===== config.mk =====
export PLATFORM = sky130hd
export DESIGN_NAME = prio_irq_ctrl
export DESIGN_NICKNAME = d
export VERILOG_FILES = /design/src/rtl/pic_pkg.sv /design/src/rtl/pic_sync_edge.sv /design/src/rtl/pic_regs.sv /design/src/rtl/pic_prio_enc.sv /design/src/rtl/prio_irq_ctrl.sv
export SDC_FILE = /design/constraint.sdc
export NUM_CORES = 1
export LEC_CHECK = 0
export ABC_AREA = 1
export BUFFER_PORTS_ARGS = -buffer_cell sky130_fd_sc_hd__buf_4
export CAP_MARGIN = 10
export CORE_ASPECT_RATIO = 0.75
export CORE_MARGIN = 2
export CORE_UTILIZATION = 25
export CTS_BUF_LIST = sky130_fd_sc_hd__clkbuf_16
export DETAILED_ROUTE_END_ITERATION = 7
export GPL_TIMING_DRIVEN = 1
export HOLD_SLACK_MARGIN = 0.06
export PLACE_DENSITY = 0.55
export SLEW_MARGIN = 25
export SYNTH_ARGS = -nofsm -noshare
export SYNTH_HDL_FRONTEND = slang
export SYNTH_SLANG_ARGS = --single-unit

===== constraint.sdc =====
create_clock -name clk -period 2.5 [get_ports clk]
set_input_delay 0.25 -clock clk [delete_from_list [all_inputs] [get_ports clk]]
set_output_delay 0.25 -clock clk [all_outputs]
set_load 0.01 [all_outputs]

===== src/rtl/pic_pkg.sv =====
package pic_pkg;
    localparam int unsigned SRC_COUNT = 32;
    localparam int unsigned ID_W      = $clog2(SRC_COUNT);
    localparam int unsigned NUM_W     = ID_W + 1;

    typedef logic [SRC_COUNT-1:0] src_vec_t;

    typedef enum logic [1:0] {
        SEL_STATUS = 2'd0,
        SEL_ENABLE = 2'd1,
        SEL_NUMBER = 2'd2,
        SEL_SPARE  = 2'd3
    } reg_sel_e;

    // Packs to the readable number: none=1 gives the value SRC_COUNT.
    typedef struct packed {
        logic            none;
        logic [ID_W-1:0] src;
    } enc_res_t;

    function automatic enc_res_t first_pending(src_vec_t p);
        enc_res_t res;
        res.none = 1'b1;
        res.src  = '0;
        for (int n = SRC_COUNT - 1; n >= 0; n--) begin
            if (p[SRC_COUNT-1-n]) begin
                res.none = 1'b0;
                res.src  = ID_W'(n);
            end
        end
        return res;
    endfunction
endpackage


===== src/rtl/pic_sync_edge.sv =====
module pic_sync_edge #(
    parameter int unsigned WIDTH  = 32,
    parameter int unsigned STAGES = 2
) (
    input  logic             clk,
    input  logic             rst,
    input  logic [WIDTH-1:0] req_i,
    output logic [WIDTH-1:0] rise_o
);
    logic [STAGES:0][WIDTH-1:0] chain_q;

    always_ff @(posedge clk) begin
        if (rst) chain_q <= '0;
        else     chain_q <= {chain_q[STAGES-1:0], req_i};
    end

    assign rise_o = chain_q[STAGES-1] & ~chain_q[STAGES];
endmodule


===== src/rtl/pic_regs.sv =====
module pic_regs
    import pic_pkg::*;
#(
    parameter src_vec_t IMPL_MASK = 32'hFFFC_0000
) (
    input  logic     clk,
    input  logic     rst,
    input  src_vec_t set_i,
    input  logic     wr_en,
    input  reg_sel_e wr_sel,
    input  src_vec_t wr_data,
    output src_vec_t status_o,
    output src_vec_t enable_o
);
    src_vec_t status_q, enable_q, clr_vec;

    assign clr_vec = (wr_en && wr_sel == SEL_STATUS) ? wr_data : '0;

    always_ff @(posedge clk) begin
        if (rst) begin
            status_q <= '0;
            enable_q <= '0;
        end else begin
            status_q <= ((status_q & ~clr_vec) | set_i) & IMPL_MASK;
            if (wr_en && wr_sel == SEL_ENABLE)
                enable_q <= wr_data & IMPL_MASK;
        end
    end

    assign status_o = status_q;
    assign enable_o = enable_q;
endmodule


===== src/rtl/pic_prio_enc.sv =====
module pic_prio_enc
    import pic_pkg::*;
(
    input  src_vec_t status_i,
    input  src_vec_t enable_i,
    output src_vec_t pending_o,
    output enc_res_t result_o
);
    assign pending_o = status_i & enable_i;
    assign result_o  = first_pending(pending_o);
endmodule


===== src/rtl/prio_irq_ctrl.sv =====
module prio_irq_ctrl
    import pic_pkg::*;
#(
    parameter int unsigned SYNC_STAGES = 2,
    parameter logic [31:0] IMPL_MASK   = 32'hFFFC_0000
) (
    input  logic        clk,
    input  logic        rst,
    input  logic [31:0] req_i,
    input  logic        wr_en,
    input  logic [1:0]  wr_addr,
    input  logic [31:0] wr_data,
    input  logic [1:0]  rd_addr,
    output logic [31:0] rd_data,
    output logic        irq_o
);
    src_vec_t set_vec, status, enable, pending;
    enc_res_t enc;
    logic     irq_q;

    pic_sync_edge #(.WIDTH(SRC_COUNT), .STAGES(SYNC_STAGES)) u_sync (
        .clk(clk), .rst(rst), .req_i(req_i), .rise_o(set_vec)
    );

    pic_regs #(.IMPL_MASK(IMPL_MASK)) u_regs (
        .clk(clk), .rst(rst), .set_i(set_vec),
        .wr_en(wr_en), .wr_sel(reg_sel_e'(wr_addr)), .wr_data(wr_data),
        .status_o(status), .enable_o(enable)
    );

    pic_prio_enc u_enc (
        .status_i(status), .enable_i(enable),
        .pending_o(pending), .result_o(enc)
    );

    always_ff @(posedge clk) begin
        if (rst) irq_q <= 1'b0;
        else     irq_q <= |pending;
    end
    assign irq_o = irq_q;

    always_comb begin
        unique case (reg_sel_e'(rd_addr))
            SEL_STATUS: rd_data = status;
            SEL_ENABLE: rd_data = enable;
            SEL_NUMBER: rd_data = {{(32-NUM_W){1'b0}}, enc};
            default:    rd_data = '0;
        endcase
    end
endmodule


# Yosys cells after proc, flatten, opt, wreduce, memory -nomap -nowiden
# Index checks and enable logic that the tools add are counted.
[word_totals] register_bits=143 in_bits=71
[classes] n_eq_ne=3 n_mux=34 n_bitwise=6 reduce_logical=5
[ops] cell="2-to-1 mux 6 bit" n=32
[ops] cell="bitwise AND 32 bit" n=3
[ops] cell="case mux 32 bit (3 select lines)" n=1
[ops] cell="inverter 32 bit" n=2
[ops] cell="2-to-1 mux 32 bit" n=1
[ops] cell="OR 32 bit" n=1
[ops] cell="OR reduction 32 bit" n=1
[ops] cell="== test 2 x 1 -> 1 bit (second input constant)" n=2
[ops] cell="zero test 2 bit" n=2
[ops] cell="== test 2 bit (second input constant)" n=1
[ops] cell="logical AND 1 bit" n=2

# Depth between registers and ports, before layout
[logic_depth] ltp_word=34 ltp_mapped=14

# Modules after synthesis
# From an unflattened synthesis, not the netlist that was laid out.
[hier_totals] cells_unflattened=795 area_unflattened_um2=5637.9
[modules_own_cells] module="pic_sync_edge" n_inst=1 cells_each=331 area_per_inst_um2=2934.1
[modules_own_cells] module="pic_regs" n_inst=1 cells_each=174 area_per_inst_um2=1358.8
[modules_own_cells] module="prio_irq_ctrl" n_inst=1 cells_each=148 area_per_inst_um2=696.9
[modules_own_cells] module="pic_prio_enc" n_inst=1 cells_each=142 area_per_inst_um2=648.1

# Least setup slack after synthesis
# Ideal clock, no wire load.
[synth_path] kind="register -> output" start="register u_regs.status_q[30], in the netlist u_regs.status_o[30]" end="output rd_data[5]" arrival_time_ns=1.158 t_required_ns=2.250 path_slack_ns=1.092 stages_incl_launch_ff=8 path_cell_list="dfxtp_1 > nand2_2 > nand2_1 > nor3_1 > inv_2 > nor2_2 > nand2_1 > nor4_1"
[synth_between] elab_chain_len=4
[synth_lines] element="from (decl)" line_no="pic_regs.sv:15" source="src_vec_t status_q, enable_q, clr_vec;"
[synth_lines] element="from (signal assigned)" line_no="pic_regs.sv:24" source="status_q <= ((status_q & ~clr_vec) | set_i) & IMPL_MASK;"
[synth_lines] element="bitwise AND 32 bit" line_no="pic_prio_enc.sv:9" source="assign pending_o = status_i & enable_i;"
[synth_lines] element="2-to-1 mux 6 bit (2 in series)" line_no="pic_pkg.sv:26" source="if (p[SRC_COUNT-1-n]) begin"
[synth_lines] element="case mux 32 bit (3 select lines)" line_no="prio_irq_ctrl.sv:43" source="unique case (reg_sel_e'(rd_addr))"
[synth_lines] element="to (decl)" line_no="prio_irq_ctrl.sv:14" source="output logic [31:0] rd_data,"
# No other way between the ends.

# Final worst setup path
[layout_path] start="register u_regs.status_q[31], in the netlist u_regs.status_o[31]" end="output rd_data[5]"
[layout_between] elab_chain_len=3
[layout_lines] element="bitwise AND 32 bit" line_no="pic_prio_enc.sv:9"
[layout_lines] element="2-to-1 mux 6 bit" line_no="pic_pkg.sv:26"
[layout_lines] element="case mux 32 bit (3 select lines)" line_no="prio_irq_ctrl.sv:43"
# No other way between the ends.

==> results.cfg <==
[status]
status = completed

[global_routing]
track_usage_pct = 10.7
met1_usage_pct = 13.5
grt_max_degree = 58
grt_overflow = 0
met2_usage_pct = 16.7
busiest_layer = met2
gr-usage-met3_pct = 4.87
grt_pass1_vias = 2034
antenna_found_initial = 0
grt_first_pass_wirelength_um = 9710

[power]
p_sw_uw = 582
p_int_uw = 1930
powerDensity_nw_per_um2 = 720
power_frac_seq_pct = 48.1
peakVddDrop_v = 0.000311
combinationalPowerShare_pct = 8.5
p_clk_share_pct = 43.4
total_power_uw = 2510
power.leakage_uw = 0.00164
sw_frac_of_total_pct = 23.2

[drt]
ant_nets = 0
routedWlPerCell_um = 10.6
first_iter_violations = 89
dr.pass1.iters = 5
vias = 2212
routed_via_density = 3.92
routed_wl_um = 5960
drc = 0

[clocking]
clk_latency_ns = 0.33
ctsHtreeMaxLevel = 3
clock_sinks = 71
cts_buffer_depth = 2
post_cts_buffers = 0
cts_hold_buffers = 0
root_buffer = clkbuf_16
numCtsBuffers = 9
cts_tree = built
path_clk_slew_ns = 0.05
post_cts_resized = 0

[synthesis]
postSynthAreaPerCell_sq_um = 7.46
synthesis.area_sq_um = 2750
synth_area_leader_cell = dfxtp_1
netlist_instances = 369
synth_seq_cells = 71
synth_top_area_share_pct = 51.7
synth.area.top_cells = dfxtp_1 (52%), nor2_1 (11%), inv_1 (10%)
synth_cell_types = 26
yosysSeqAreaShare_pct = 51.7
ys.warnings.count = 0

[sta]
fin_setup_tns_ns = 0
rsz0062_at_grt = false
maxSlewHeadroom_pct = 60.1
fin_worst_skew_ns = 0.00642
finalSetupViolations = 0
hold_violations = 0
min_period_over_period_pct = 79.8
slew_violations = 0
worst_pin_slew_ns = 0.599
whs_ns = 0.123
fin_crit_ns = 1.99
timing.fmax_mhz = 501

[layout]
drive_gt1_share_pct = 17.9
num-nets-final = 491
finish.instance_area_sq_um = 3490
diodes = 0
syn_to_final_growth_pct = 26.7

[setup_path]
worst_ep_arrival_time_ns = 1.74
cp_max_fo = 3
cp-end-kind = primary output
required_ns = 2.25
startpoint_type = register
path_class = register to primary output

[place]
place_area_sq_um = 3230
hpwl_um = 4210
io_buffers = 54
routabilityCongestion = 0.716

[die]
die_area_sq_um = 11900
initial_core_util_pct = 25.4
die_x_um = 125
fp.coreArea_sq_um = 10800
io-pin-count = 104
die_h_um = 94.9
placementRows = 33

[worst_hold_path]
hp-class = input pin to register

[job]
cap_violations = 0
synthesized netlist by cell type, drive strengths merged:
cell type,number
a21boi,1
a21oi,30
a31oi,1
buf,24
clkbuf,4
conb,1
dfxtp,71
inv,75
nand2,35
nand3,14
nand3b,1
nand4,1
nor2,79
nor3,2
nor4,1
o21ai,14
o22ai,14
or2,1
through the flow:
| stage | worst slack (ns) | std cells | utilization [%] |
|---|---|---|---|
| 2_1_floorplan | 1.09 | 381 | - |
| 6_report | 0.506 | 565 | 32.2 |
| 3_5_place_dp | 0.871 | 549 | 29.9 |
| 4_1_cts | 0.513 | 565 | 32.2 |
| 3_3_place_gp | 0.906 | 549 | 29.9 |
| 5_1_grt | 0.324 | 565 | 32.2 |
worst paths after layout:
| check | start | endpoint | slack, ns | depth (start not counted) |
|---|---|---|---|---|
| max | u_regs.status_o[31]$_SDFF_PP0_ | rd_data[5] | 0.51 | 8 |
| min | req_i[25] | u_sync.chain_q[25]$_SDFF_PP0_ | 0.12 | 3 |
| max reg2reg | u_regs.status_o[20]$_SDFF_PP0_ | irq_o$_SDFF_PP0_ | 1.49 | 4 |
| min reg2reg | u_sync.chain_q[18]$_SDFF_PP0_ | u_sync.chain_q[50]$_SDFF_PP0_ | 0.40 | 2 |
power by group through the flow:
stage               clock network [uW]  logic [uW]  registers [uW]
finish                            1090         214            1210
CTS                               1120         218            1210
floorplan                            0         143            1230
global placement                     0         214            1230
global route                      1190         245            1210
detailed placement                   0         217            1230
layout by cell type (no fill, tap or decap), drive strengths merged:
cell type  instances
a21boi             1
a21oi             30
a31oi              1
buf               56
clkbuf             9
clkinv             6
conb              13
dfxtp             71
inv               76
nand2             35
nand3             14
nand3b             1
nand4              1
nor2              79
nor3               2
nor4               1
o21ai             14
o22ai             14
or2                1
registers in the layout (all words and copies together) (netlist names):
| name | cells |
|---|---|
| irq_o | 1 |
| u_regs.status_o | 14 |
| u_sync.chain_q | 42 |
| u_regs.enable_o | 14 |
cells by family after synthesis:
group	share of synthesized area (%)
AND/OR/NAND/NOR	20.3
flip-flops	51.7
other	0.136
AO/OA/AOI/OAI	11.8
buffers and inverters	16.1
critical path, stage by stage (launching register included):
cell,delay (ns)
dfxtp_1,0.32
nand2_1,0.09
nand2_1,0.07
nor3_1,0.18
inv_2,0.07
nor2_2,0.09
nand2_1,0.07
nor4_1,0.34
buf_4,0.20
layer usage:
layer | vias to the layer above | part of all wire (%)
met5 | - | 0
met4 | 0 | 0.65
met3 | 4 | 6.5
met1 | 951 | 48
met2 | 60 | 45
li1 | 1197 | -
layout make-up:
cell class                      count  area, sq um
Fill cell                        1160         7330
Sequential cell                    71         1420
Multi-Input combinational cell    207          932
Timing Repair Buffer               56          420
Inverter                           75          282
Clock buffer                        9          225
Tap cell                          140          175
Clock inverter                      7         31.3
(Power assumes the default switching activity.)
